==> src/rtl/blksync_pkg.sv <==
package blksync_pkg;
  localparam int BLK_W = 66;
  localparam int HDR_W = 2;
  localparam int PAY_W = BLK_W - HDR_W;
  localparam int OFF_W = $clog2(BLK_W);

  typedef enum logic {ST_HUNT = 1'b0, ST_LOCK = 1'b1} sync_state_t;

  // legal sync fields carry exactly one 1 and one 0
  function automatic logic hdr_valid(input logic [HDR_W-1:0] h);
    return h[0] ^ h[1];
  endfunction

  function automatic logic hdr_ctrl(input logic [HDR_W-1:0] h);
    return h == 2'b10;
  endfunction

  // candidate offset steps through 0..BLK_W-1 and wraps
  function automatic logic [OFF_W-1:0] offset_next(input logic [OFF_W-1:0] o);
    return (o == OFF_W'(BLK_W - 1)) ? '0 : o + 1'b1;
  endfunction
endpackage

==> src/rtl/blksync_window.sv <==
module blksync_window
  import blksync_pkg::*;
(
  input  logic             clk,
  input  logic             rst,
  input  logic             in_valid,
  input  logic [BLK_W-1:0] in_data,
  input  logic [OFF_W-1:0] off,
  output logic [BLK_W-1:0] win,
  output logic             win_ok
);
  localparam int CAT_W = 2 * BLK_W;

  logic [BLK_W-1:0] prev_q;
  logic             primed_q;
  logic [CAT_W-1:0] stage [OFF_W+1];

  always_ff @(posedge clk) begin
    if (rst) begin
      prev_q   <= '0;
      primed_q <= 1'b0;
    end else if (in_valid) begin
      prev_q   <= in_data;
      primed_q <= 1'b1;
    end
  end

  // logarithmic barrel shifter, one stage per offset bit
  assign stage[0] = {in_data, prev_q};
  for (genvar s = 0; s < OFF_W; s++) begin : g_shift
    assign stage[s+1] = off[s] ? (stage[s] >> (2 ** s)) : stage[s];
  end

  assign win    = stage[OFF_W][BLK_W-1:0];
  assign win_ok = in_valid & primed_q;

  AST_PRIMED_BY_WORD: assert property (@(posedge clk) disable iff (rst)
    $rose(primed_q) |-> $past(in_valid));
endmodule

==> src/rtl/blksync_hdr_check.sv <==
module blksync_hdr_check
  import blksync_pkg::*;
(
  input  logic [BLK_W-1:0] win,
  output logic             hdr_ok,
  output logic             hdr_is_ctrl,
  output logic [PAY_W-1:0] payload
);
  assign hdr_ok      = hdr_valid(win[HDR_W-1:0]);
  assign hdr_is_ctrl = hdr_ctrl(win[HDR_W-1:0]);
  assign payload     = win[BLK_W-1:HDR_W];
endmodule

==> src/rtl/blksync_lock_fsm.sv <==
module blksync_lock_fsm
  import blksync_pkg::*;
#(
  parameter int LOCK_BLOCKS = 64,
  parameter int WIN_BLOCKS  = 64,
  parameter int ERR_LIMIT   = 16
) (
  input  logic             clk,
  input  logic             rst,
  input  logic             eval,
  input  logic             hdr_ok,
  output logic [OFF_W-1:0] off,
  output logic             locked
);
  localparam int GOOD_W = $clog2(LOCK_BLOCKS + 1);
  localparam int BLKC_W = $clog2(WIN_BLOCKS + 1);
  localparam int ERR_W  = $clog2(ERR_LIMIT + 1);

  sync_state_t       state_q;
  logic [OFF_W-1:0]  off_q;
  logic [GOOD_W-1:0] good_q;
  logic [BLKC_W-1:0] blk_q;
  logic [ERR_W-1:0]  err_q;
  logic [ERR_W-1:0]  err_sum;

  // named internal events
  logic hunting, ev_slip, ev_lock, ev_drop, ev_win_end;

  assign hunting    = (state_q == ST_HUNT);
  assign err_sum    = err_q + {{(ERR_W-1){1'b0}}, ~hdr_ok};
  assign ev_slip    = hunting & eval & ~hdr_ok;
  assign ev_lock    = hunting & eval & hdr_ok & (good_q == GOOD_W'(LOCK_BLOCKS - 1));
  assign ev_drop    = ~hunting & eval & (err_sum >= ERR_W'(ERR_LIMIT));
  assign ev_win_end = ~hunting & eval & ~ev_drop & (blk_q == BLKC_W'(WIN_BLOCKS - 1));

  always_ff @(posedge clk) begin
    if (rst) begin
      state_q <= ST_HUNT;
      off_q   <= '0;
      good_q  <= '0;
      blk_q   <= '0;
      err_q   <= '0;
    end else if (eval) begin
      if (hunting) begin
        if (ev_slip) begin
          off_q  <= offset_next(off_q);
          good_q <= '0;
        end else if (ev_lock) begin
          state_q <= ST_LOCK;
          good_q  <= '0;
          blk_q   <= '0;
          err_q   <= '0;
        end else begin
          good_q <= good_q + 1'b1;
        end
      end else begin
        if (ev_drop) begin
          state_q <= ST_HUNT;
          good_q  <= '0;
          blk_q   <= '0;
          err_q   <= '0;
        end else if (ev_win_end) begin
          blk_q <= '0;
          err_q <= '0;
        end else begin
          blk_q <= blk_q + 1'b1;
          err_q <= err_sum;
        end
      end
    end
  end

  assign off    = off_q;
  assign locked = (state_q == ST_LOCK);

  AST_OFF_RANGE: assert property (@(posedge clk) disable iff (rst)
    off_q <= OFF_W'(BLK_W - 1));
  AST_SLIP_STEP: assert property (@(posedge clk) disable iff (rst)
    ev_slip |=> (off_q == offset_next($past(off_q))) && (good_q == '0));
  AST_IDLE_HOLD: assert property (@(posedge clk) disable iff (rst)
    !eval |=> $stable(off_q) && $stable(state_q));
  AST_LOCK_RUN: assert property (@(posedge clk) disable iff (rst)
    $rose(locked) |-> $past(good_q) == GOOD_W'(LOCK_BLOCKS - 1));
  AST_LOCK_OFF_FIXED: assert property (@(posedge clk) disable iff (rst)
    (locked && $past(locked)) |-> $stable(off_q));
  AST_DROP_AT_LIMIT: assert property (@(posedge clk) disable iff (rst)
    $fell(locked) |-> $past(err_q) == ERR_W'(ERR_LIMIT - 1) && $stable(off_q));
endmodule

==> src/rtl/blksync_aligner.sv <==
module blksync_aligner
  import blksync_pkg::*;
#(
  parameter int LOCK_BLOCKS = 64,
  parameter int WIN_BLOCKS  = 64,
  parameter int ERR_LIMIT   = 16
) (
  input  logic             clk,
  input  logic             rst,
  input  logic             in_valid,
  input  logic [BLK_W-1:0] in_data,
  output logic             out_valid,
  output logic [BLK_W-1:0] out_block,
  output logic             out_hdr_type,
  output logic [PAY_W-1:0] out_payload,
  output logic             out_lock
);
  logic [OFF_W-1:0] off;
  logic [BLK_W-1:0] win;
  logic             win_ok;
  logic             hdr_ok;
  logic             hdr_is_ctrl;
  logic [PAY_W-1:0] payload;
  logic             locked;

  blksync_window i_window (
    .clk      (clk),
    .rst      (rst),
    .in_valid (in_valid),
    .in_data  (in_data),
    .off      (off),
    .win      (win),
    .win_ok   (win_ok)
  );

  blksync_hdr_check i_hdr (
    .win         (win),
    .hdr_ok      (hdr_ok),
    .hdr_is_ctrl (hdr_is_ctrl),
    .payload     (payload)
  );

  blksync_lock_fsm #(
    .LOCK_BLOCKS (LOCK_BLOCKS),
    .WIN_BLOCKS  (WIN_BLOCKS),
    .ERR_LIMIT   (ERR_LIMIT)
  ) i_fsm (
    .clk    (clk),
    .rst    (rst),
    .eval   (win_ok),
    .hdr_ok (hdr_ok),
    .off    (off),
    .locked (locked)
  );

  logic deliver;
  assign deliver = win_ok & locked;

  always_ff @(posedge clk) begin
    if (rst) begin
      out_valid    <= 1'b0;
      out_block    <= '0;
      out_hdr_type <= 1'b0;
      out_payload  <= '0;
    end else begin
      out_valid <= deliver;
      if (deliver) begin
        out_block    <= win;
        out_hdr_type <= hdr_is_ctrl;
        out_payload  <= payload;
      end
    end
  end

  assign out_lock = locked;

  AST_VALID_NEEDS_LOCK: assert property (@(posedge clk) disable iff (rst)
    out_valid |-> $past(out_lock));
  AST_VALID_NEEDS_WORD: assert property (@(posedge clk) disable iff (rst)
    out_valid |-> $past(in_valid));
  AST_PAYLOAD_SPLIT: assert property (@(posedge clk) disable iff (rst)
    out_valid |-> out_payload == out_block[BLK_W-1:HDR_W]);
endmodule

==> config.mk <==
export PLATFORM = sky130hd
export DESIGN_NAME = blksync_aligner
export DESIGN_NICKNAME = d
export VERILOG_FILES = /design/src/rtl/blksync_pkg.sv /design/src/rtl/blksync_window.sv /design/src/rtl/blksync_hdr_check.sv /design/src/rtl/blksync_lock_fsm.sv /design/src/rtl/blksync_aligner.sv
export SDC_FILE = /design/constraint.sdc
export NUM_CORES = 1
export LEC_CHECK = 0
export BUFFER_PORTS_ARGS = -buffer_cell sky130_fd_sc_hd__buf_4
export CAP_MARGIN = 20
export CORE_AREA = 3 3 232 234
export DETAILED_ROUTE_END_ITERATION = 12
export DIE_AREA = 0 0 235 237
export GPL_TIMING_DRIVEN = 1
export PLACE_DENSITY_LB_ADDON = 0.2
export SYNTH_ARGS = -nofsm -noshare
export SYNTH_HDL_FRONTEND = slang
export SYNTH_HIERARCHICAL = 1
export SYNTH_SLANG_ARGS = --single-unit
==> constraint.sdc <==
create_clock -name clk -period 11.51 [get_ports clk]
set_input_delay 1.151 -clock clk [delete_from_list [all_inputs] [get_ports clk]]
set_output_delay 1.151 -clock clk [all_outputs]
set_load 0.02 [all_outputs]
==> results.rst, run 1 <==
.. list-table::
   :header-rows: 1

   * - Metric
     - Value
   * - Run status
     - completed
   * - Cell occurring most often along the worst timing path
     - ha_1
   * - Wirelength, routed
     - 85450 microns
   * - Critical path launch point type
     - flip-flop
   * - WL/cell
     - 29.44 microns
   * - Number of cells on the worst reg-to-reg path
     - 17
   * - PD cells
     - 104.3 nW/um^2
   * - Number of buffers added by the clock tree synthesis step
     - 26
   * - Fraction of final layout cells sized beyond drive strength 1
     - 0.3184
   * - Antenna viol nets, final
     - 0
   * - Number of H-tree levels
     - 1
   * - Worst EP arrival
     - 6.20 ns
   * - Initial antenna violation count
     - 0
   * - EDFF count, synth
     - 0
   * - Total count of hold-check failures in the final report
     - 0
   * - Unrepaired setup endpoints after global routing
     - no
   * - Total Die Area
     - 55700 sq um
   * - Cell Chain, Critical Path
     - buf_4 > mux4_2 > mux2_2 > mux2i_1 > nand2_1 > a211oi_1 > o22ai_1 > ha_1 > inv_1 > inv_1 > ha_1 > ha_1 > nand3_2 > xor2_1 > a41o_1 > nand3_1 > o311ai_0
   * - Die Width
     - 235 microns
   * - Path class of the lowest-slack min-delay path
     - reg -> reg
   * - Post-synthesis cell type with the largest combined area
     - dfxtp_1
   * - CTS Hold Buffers Added
     - 0
   * - Hold Crit Start
     - i_fsm/blk_q[6]
   * - Flop-to-flop setup slack
     - 5.75 ns
   * - Number of DRC markers in iteration 0
     - 2692
   * - Achievable Freq
     - 173.7 MHz
   * - Part of the Yosys area used for sequential elements
     - 0.2237
   * - Worst Skew
     - 0.01867 ns
   * - Dominant cells by area after synthesis
     - dfxtp_1 22%, mux4_2 18%, mux2i_1 9.2%, a21bo_2 6.5%, mux2_2 5.8%
   * - I/O pin total
     - 202
   * - Largest net degree at the start of global routing
     - 228
   * - Fill cell instance count of the final layout
     - 5212
   * - Final setup fails
     - 0
   * - Setup Buffers After CTS
     - 0
   * - Main flop type after synthesis
     - dfxtp_1
   * - Via count of the first global-routing pass
     - 17551
   * - Number of placement rows
     - 84
   * - Remaining routing DRC violations
     - 0
   * - Number of distinct library cells after synthesis
     - 81
   * - Capture instance of the worst register-to-register path
     - i_fsm/blk_q[4]
   * - Async set-or-reset flop fraction in the synthesized netlist
     - 0
   * - Port Buf Inserts
     - 201
   * - Post_cts resized
     - 0
   * - Placed inst area
     - 21280 sq um
   * - Global-route wire length before repair
     - 124700 microns
   * - Non-Filler Cell Area, Final
     - 22170 sq um
   * - Clock transition at path regs
     - 0.06 ns
   * - Via count
     - 19246
   * - Clock tree from TritonCTS
     - built
   * - Critical path fanouts, max
     - 78
   * - Actual slew at the worst max-slew pin
     - 1.080 ns
   * - Area share of the leading cell type in the synthesized netlist
     - 0.2237
   * - MaxCap Viol Count
     - 0
   * - CP endpoint kind
     - flip-flop
   * - End point of the most critical hold path
     - i_fsm/blk_q[6]
   * - Post-route clock period utilization
     - 0.5001
   * - Syn Std Cell Area
     - 20220 sq um
   * - Y dimension of the die
     - 237 microns
   * - Worst hold path stage count
     - 1
   * - P_leak
     - 8.600 nW
   * - Half-perimeter wire length of the detailed placement result
     - 63550 microns
   * - Crit Path Class
     - reg -> reg
   * - Reg2reg start
     - i_fsm/off[2]
   * - First drt pass iteration count
     - 6
   * - Max Slew Vio Count
     - 0
   * - Number of nets at the end of the flow
     - 2270
   * - Post-layout minimum cycle time
     - 5.756 ns
   * - Cell at the slowest stage of the critical path
     - buf_4
   * - Yosys reg bits
     - 226
   * - Setup total negative slack
     - 0 ns
   * - Total core area
     - 52240 sq um
   * - Worst rel slew slack
     - 0.2594
   * - Largest voltage drop on the vdd net
     - 0.0001299 V
   * - Req. time, crit path
     - 11.96 ns
   * - Worst-skew pair later-pin latency
     - 0.57 ns
   * - Buffer cell driving the clock tree root
     - clkbuf_16
   * - Total congestion overflow after global routing
     - 0
   * - Overall track demand over capacity in global routing
     - 0.2934
   * - Routability congestion estimate from global placement
     - 1.071
   * - Total clock sinks
     - 226
   * - Mapped Nets
     - 2295
   * - Area added between synthesis and finish
     - 9.634%
   * - Mean cell area of the mapped netlist
     - 9.113 sq um
   * - Number of warnings printed during yosys synthesis
     - 6
   * - Gate count of the mapped netlist
     - 2219
   * - Worst Hold Margin
     - 0.4622 ns
   * - Routed vias/inst
     - 6.632
   * - Delay of the slowest critical-path stage
     - 0.84 ns
   * - Largest buffer count on any clock path
     - 3
   * - Starting density of the core
     - 0.3871
   * - N_diodes
     - 0
==> worst max-delay path by stage <==
| stage | to | from |
|---|---|---|
| final | i_fsm/blk_q[4] | i_fsm/off[2] |
| after global routing | i_fsm/blk_q[2] | i_fsm/off[2] |
| after CTS | i_fsm/blk_q[4] | i_fsm/off[2] |
| after detailed placement | i_fsm/blk_q[4] | i_fsm/off[2] |
| after global placement | i_fsm/blk_q[5] | i_fsm/off[2] |
| after floorplan | i_fsm/blk_q[5] | in_data[37] |
==> report_power, final <==
part | total [W] | leakage [nW] | switching [W] | internal, W
clock | 0.000859 | 0.441 | 0.000352 | 0.000507
sequential | 0.000827 | 1.84 | 0.0000307 | 0.000796
combinational | 0.000625 | 6.32 | 0.000392 | 0.000233
total | 0.00231 | 8.60 | 0.000775 | 0.00154
==> critical path: cells and delay by family, from the launching register on <==
family                   cells  cell delay [ns]
multiplexers                 3             1.26
AND/OR/NAND/NOR              3             0.33
XOR/XNOR                     1             0.55
buffers and inverters        3             0.99
adder cells (fa/ha/maj)      3             0.75
AO/OA/AOI/OAI                4             0.98
flip-flops                   1             0.70
==> sequential cells by signal, indices dropped and copies added (netlist names) <==
signal / flops
out_valid: 1
out_payload: 64
i_fsm/off: 7
out_hdr_type: 1
i_window/primed_q: 1
i_fsm/blk_q: 7
i_fsm/err_q: 5
i_fsm/good_q: 7
i_window/prev_q: 66
i_fsm/locked: 1
out_block: 66
==> Yosys cell counts (12+ instances only) <==
cell / number
o21ai_0: 39
buf_1: 30
buf_6: 12
nand3_1: 166
clkbuf_1: 74
a21bo_2: 131
nor3_1: 27
a21oi_1: 177
buf_2: 84
mux2i_1: 185
nand2_1: 151
a211oi_1: 18
mux4_2: 165
buf_4: 87
nor2_1: 214
o211ai_1: 17
o21ai_1: 26
inv_1: 12
a22oi_1: 20
mux2_2: 105
o22ai_1: 57
dfxtp_1: 226
==> cell usage in the layout, fill, tap and decap left out, types with 18 or more instances in the layout <==
cell / instances
o21ai_0: 39
clkbuf_16: 26
nor3_1: 27
nor2_1: 214
a21bo_2: 131
a21oi_1: 177
dfxtp_1: 218
a211oi_1: 18
buf_4: 234
o22ai_1: 57
a22oi_1: 20
mux2i_1: 185
nand3_1: 166
mux2_2: 105
o21ai_1: 26
nand2_1: 151
mux4_2: 165
==> cells by family (layout without fill, tap and decap cells) <==
logic type,after synthesis,in the layout,synth area share
fa+ha+maj,7,7,0.004331
compound gates,602,602,0.2146
flops,226,226,0.2237
xor+xnor,11,11,0.005136
buf+inv,305,300,0.08384
mux,458,458,0.3355
simple gates,610,610,0.1329
==> through the flow <==
stage	power [W]	utilization	cells	setup slack [ns]
after detailed placement	0.001442	0.4074	2854	5.886
after global placement	0.001440	0.4074	2854	6.049
final	0.002311	0.4244	2902	5.754
after global routing	0.002389	0.4244	2902	5.531
after floorplan	0.001252	-	2219	6.932
after CTS	0.002315	0.4244	2902	5.868
==> routing by layer <==
layer | track usage | vias up | share of wire | routed length [microns]
li1 | - | 8325 | - | -
met1 | 0.4068 | 9400 | 0.41 | 34800
met2 | 0.4172 | 1296 | 0.41 | 35250
met5 | 0 | - | 0 | 0
met3 | 0.07501 | 225 | 0.12 | 9948
met4 | 0.1582 | 0 | 0.064 | 5441
==> cell type report <==
| type | count | area, sq um | area share |
|---|---|---|---|
| Clock buffer | 38 | 765.7 | 0.03454 |
| Clock inverter | 10 | 121.4 | 0.005474 |
| Inverter | 15 | 60.06 | 0.002709 |
| Multi-Input combinational cell | 1688 | 14010 | 0.6318 |
| Sequential cell | 226 | 4547 | 0.2051 |
| Tap cell | 688 | 860.8 | 0.03883 |
| Timing Repair Buffer | 237 | 1808 | 0.08155 |
No activity file was read; power rests on OpenSTA's default activity.
==> run 2, diff against run 1 <==
--- a/config.mk
+++ b/config.mk
@@ -5,11 +5,12 @@
 export SDC_FILE = /design/constraint.sdc
 export NUM_CORES = 1
 export LEC_CHECK = 0
+export ABC_AREA = 1
 export BUFFER_PORTS_ARGS = -buffer_cell sky130_fd_sc_hd__buf_4
 export CAP_MARGIN = 20
-export CORE_AREA = 3 3 232 234
+export CORE_AREA = 3 3 223 225
 export DETAILED_ROUTE_END_ITERATION = 12
-export DIE_AREA = 0 0 235 237
+export DIE_AREA = 0 0 226 228
 export GPL_TIMING_DRIVEN = 1
 export PLACE_DENSITY_LB_ADDON = 0.2
 export SYNTH_ARGS = -nofsm -noshare
==> constraint.sdc (replaced) <==
create_clock -name clk -period 4.8 [get_ports clk]
set_input_delay 0.48 -clock clk [delete_from_list [all_inputs] [get_ports clk]]
set_output_delay 0.48 -clock clk [all_outputs]
set_load 0.02 [all_outputs]
==> run 2 against run 1 <==
Compared with the run above:
- first-iteration DRC count grew 29%
- setup slack worse by 5.2 ns
- critical path depth up 6
- combinational power grew 140%
- sequential power up 140%
- critical path type unchanged
- via count rose by 19%
- register-to-register slack worse by 5.2 ns
- largest cell class unchanged
- power is 140% higher
- clock skew barely moved
- hold slack worse by 0.25 ns
==> results.rst, run 2 <==
.. list-table::
   :header-rows: 1

   * - Metric
     - Value
   * - Achievable Freq
     - 237.8 MHz (was 173.7 MHz)
   * - Largest net degree at the start of global routing
     - 134 (was 228)
   * - Half-perimeter wire length of the detailed placement result
     - 61590 microns (was 63550 microns)
   * - Max Slew Vio Count
     - 0 (unchanged)
   * - Via count
     - 22886 (was 19246)
   * - P_leak
     - 10.46 nW (was 8.600 nW)
   * - I/O pin total
     - 202 (unchanged)
   * - Worst-skew pair later-pin latency
     - 0.56 ns (was 0.57 ns)
   * - Top-count cell post-synth
     - nand3_1 (was dfxtp_1)
   * - EDFF count, synth
     - 0 (unchanged)
   * - Crit Path Class
     - reg -> reg (unchanged)
   * - Mean cell area of the mapped netlist
     - 5.519 sq um (was 9.113 sq um)
   * - Antenna viol nets, final
     - 0 (unchanged)
   * - Req. time, crit path
     - 5.25 ns (was 11.96 ns)
   * - Largest voltage drop on the vdd net
     - 0.0002680 V (was 0.0001299 V)
   * - Number of distinct library cells after synthesis
     - 36 (was 81)
   * - Post-route non-filler standard cell count
     - 4004 (was 2902)
   * - Number of warnings printed during yosys synthesis
     - 6 (unchanged)
   * - CP endpoint kind
     - flip-flop (unchanged)
   * - Area added between synthesis and finish
     - 11.55% (was 9.634%)
   * - Placed inst area
     - 19990 sq um (was 21280 sq um)
   * - Async set-or-reset flop fraction in the synthesized netlist
     - 0 (unchanged)
   * - Routed vias/inst
     - 5.716 (was 6.632)
   * - Worst rel slew slack
     - 0.3315 (was 0.2594)
   * - Number of DRC markers in iteration 0
     - 3469 (was 2692)
   * - Number of placement rows
     - 80 (was 84)
   * - Most frequent standard cell in the layout excluding fill and tap cells
     - nand3_1 (was buf_4)
   * - Total Die Area
     - 51530 sq um (was 55700 sq um)
   * - Initial antenna violation count
     - 4 (was 0)
   * - MaxCap Viol Count
     - 0 (unchanged)
   * - Global-route wire length before repair
     - 124600 microns (was 124700 microns)
   * - Registers with the most flip-flops
     - i_window/prev_q: 66 flops, out_block: 66 flops, out_payload: 64 flops (unchanged)
   * - Dominant cells by area after synthesis
     - nand3_1 31%, dfxtp_1 24%, nand2_1 20%, nor2_1 6.1%, inv_1 3.8% (was dfxtp_1 22%, mux4_2 18%, mux2i_1 9.2%, a21bo_2 6.5%, mux2_2 5.8%)
   * - Number of nets at the end of the flow
     - 3442 (was 2270)
   * - Part of the Yosys area used for sequential elements
     - 0.2419 (was 0.2237)
   * - PD cells
     - 263.7 nW/um^2 (was 104.3 nW/um^2)
   * - Y dimension of the die
     - 228 microns (was 237 microns)
   * - Total congestion overflow after global routing
     - 0 (unchanged)
   * - Cell Chain, Critical Path
     - inv_4 > buf_4 > nand2_1 > and2_1 > nand2_1 > nand3_1 > nand3_1 > nand3_1 > nand3_1 > nand3_1 > nand2_1 > inv_1 > ha_1 > inv_1 > inv_1 > ha_1 > ha_1 > nand4_1 > nand2_1 > nand2_2 > nand2_1 > o21ai_2 > nor2_1 (was buf_4 > mux4_2 > mux2_2 > mux2i_1 > nand2_1 > a211oi_1 > o22ai_1 > ha_1 > inv_1 > inv_1 > ha_1 > ha_1 > nand3_2 > xor2_1 > a41o_1 > nand3_1 > o311ai_0)
   * - Run status
     - completed (unchanged)
   * - Proportion of total power due to net switching
     - 0.3592 (was 0.3352)
   * - Actual slew at the worst max-slew pin
     - 1.003 ns (was 1.080 ns)
   * - Buffers & Inverters on Critical Path
     - 5 (was 3)
   * - Cell count after placement
     - 3953 (was 2854)
   * - Setup total negative slack
     - 0 ns (unchanged)
   * - Total clock sinks
     - 226 (unchanged)
   * - Non-Filler Cell Area, Final
     - 20860 sq um (was 22170 sq um)
   * - First drt pass iteration count
     - 9 (was 6)
   * - Clock transition at path regs
     - 0.06 ns (about the same)
   * - WL/cell
     - 20.76 microns (was 29.44 microns)
   * - Path class of the lowest-slack min-delay path
     - in -> reg (was reg -> reg)
   * - Port Buf Inserts
     - 201 (unchanged)
   * - Main flop type after synthesis
     - dfxtp_1 (unchanged)
   * - Total count of hold-check failures in the final report
     - 0 (unchanged)
   * - CTS Hold Buffers Added
     - 0 (unchanged)
   * - Sequential Area
     - 4544 sq um (was 4547 sq um)
   * - Critical path launch point type
     - flip-flop (unchanged)
   * - Gate family responsible for the most delay along the worst path
     - simple AND/OR/NAND/NOR gates (was multiplexers)
   * - Overall track demand over capacity in global routing
     - 0.3130 (was 0.2934)
   * - Total core area
     - 47750 sq um (was 52240 sq um)
   * - Die Width
     - 226 microns (was 235 microns)
   * - Worst Skew
     - 0.01881 ns (was 0.01867 ns)
   * - Clock tree from TritonCTS
     - built (unchanged)
   * - Delay of the slowest critical-path stage
     - 0.45 ns (was 0.84 ns)
   * - Highest-count cells in the layout ignoring fill and taps
     - 1168 x nand3_1, 1020 x nand2_1, 301 x nor2_1, 237 x buf_4, 220 x dfxtp_1 (was 234 x buf_4, 218 x dfxtp_1, 214 x nor2_1, 185 x mux2i_1, 177 x a21oi_1)
   * - Post-route clock period utilization
     - 0.8760 (was 0.5001)
   * - Starting density of the core
     - 0.3917 (was 0.3871)
   * - Wirelength, routed
     - 83140 microns (was 85450 microns)
   * - Mapped Nets
     - 3465 (was 2295)
   * - Number of buffers added by the clock tree synthesis step
     - 26 (unchanged)
   * - Post-layout minimum cycle time
     - 4.205 ns (was 5.756 ns)
   * - Post-synthesis cell type with the largest combined area
     - nand3_1 (was dfxtp_1)
   * - Unrepaired setup endpoints after global routing
     - no (unchanged)
   * - Worst EP arrival
     - 4.65 ns (was 6.20 ns)
   * - Fill cell instance count of the final layout
     - 5288 (was 5212)
   * - Area share of the leading cell type in the synthesized netlist
     - 0.3126 (was 0.2237)
   * - Gate count of the mapped netlist
     - 3389 (was 2219)
   * - Net Switching
     - 0.001976 W (was 0.0007747 W)
   * - Remaining routing DRC violations
     - 0 (unchanged)
   * - Buffer cell driving the clock tree root
     - clkbuf_16 (unchanged)
   * - Yosys reg bits
     - 226 (unchanged)
   * - Relative contribution of the clock network to total power
     - 0.369 (was 0.372)
   * - Internal power component
     - 0.003525 W (was 0.001537 W)
   * - Cell at the slowest stage of the critical path
     - buf_4 (unchanged)
   * - Via count of the first global-routing pass
     - 20428 (was 17551)
   * - Largest buffer count on any clock path
     - 3 (unchanged)
   * - Gate power share
     - 0.275 (was 0.271)
   * - Final setup fails
     - 0 (unchanged)
   * - Setup Buffers After CTS
     - 0 (unchanged)
   * - Post_cts resized
     - 0 (unchanged)
   * - Routability congestion estimate from global placement
     - 1.084 (was 1.071)
   * - Fraction of final layout cells sized beyond drive strength 1
     - 0.09480 (was 0.3184)
   * - Top post-synthesis cells by count
     - 1168 x nand3_1, 1021 x nand2_1, 302 x nor2_1 (was 226 x dfxtp_1, 214 x nor2_1, 185 x mux2i_1)
   * - Area occupied by multi-input gates
     - 11810 sq um (was 14010 sq um)
   * - Share of power burned in registers
     - 0.356 (was 0.358)
   * - Critical path fanouts, max
     - 53 (was 78)
   * - Number of H-tree levels
     - 1 (unchanged)
   * - Syn Std Cell Area
     - 18700 sq um (was 20220 sq um)
-- run 2: worst paths after layout --
kind	to	cells past startpoint	from	slack, ns
setup reg to reg	i_fsm/good_q[5]	23	i_fsm/off[0]	0.59
hold reg to reg	i_fsm/err_q[0]	2	i_fsm/err_q[0]	0.46
hold / removal	i_window/prev_q[45]	3	in_data[45]	0.21
setup / recovery	i_fsm/good_q[5]	23	i_fsm/off[0]	0.59
-- run 2: final cells by class --
cell class,count,area share
Clock buffer,39,0.03694
Antenna cell,3,0.0003598
Multi-Input combinational cell,2659,0.5662
Tap cell,615,0.03688
Timing Repair Buffer,253,0.1006
Sequential cell,226,0.2178
Inverter,200,0.03640
Clock inverter,9,0.004738
-- run 2: stage by stage --
| step | setup slack [ns] | hold WS (ns) | util | power, W |
|---|---|---|---|---|
| finish | 0.5950 | 0.2075 | 0.4370 | 0.005501 |
| global route | 0.2742 | 0.1949 | 0.4368 | 0.005761 |
| CTS | 0.6754 | 0.1741 | 0.4368 | 0.005504 |
| detailed placement | 0.6996 | 0.4564 | 0.4186 | 0.003448 |
| global placement | 0.6969 | 0.4497 | 0.4186 | 0.003450 |
| floorplan | 1.460 | 0.4389 | - | 0.003013 |
-- run 2: power groups by stage --
stage,registers [W],clock network [W],logic (W)
final,0.00196,0.00203,0.00151
after detailed placement,0.00199,0,0.00145
after floorplan,0.00197,0,0.00104
after CTS,0.00195,0.00209,0.00146
after global placement,0.00200,0,0.00145
after global routing,0.00196,0.00216,0.00164
-- run 2: worst reg2reg max path, delay by kind of cell (launching register included) --
family | cells | cell delay [ns]
AOI/OAI and AO/OA | 1 | 0.28
adders and majority gates | 3 | 0.77
DFF | 1 | 0.36
and+or+nand+nor | 14 | 1.90
buffers and inverters | 5 | 0.80
-- run 2: metal layers --
| metal | GRT usage | up-vias | share of wire |
|---|---|---|---|
| li1 | - | 11059 | - |
| met1 | 0.3972 | 10203 | 0.39 |
| met2 | 0.4714 | 1321 | 0.43 |
| met3 | 0.07431 | 299 | 0.10 |
| met4 | 0.2058 | 4 | 0.084 |
| met5 | 0 | - | 0.00035 |
-- run 2: kinds of logic after synthesis --
family                     Yosys count  share of synthesized area
xor gates and xnor gates             1                  0.0004684
DFF                                226                     0.2419
buffers and inverters              504                     0.1272
and+or+nand+nor                   2546                     0.5963
AOI/OAI and AO/OA                  105                    0.02943
adders and majority gates            7                   0.004683
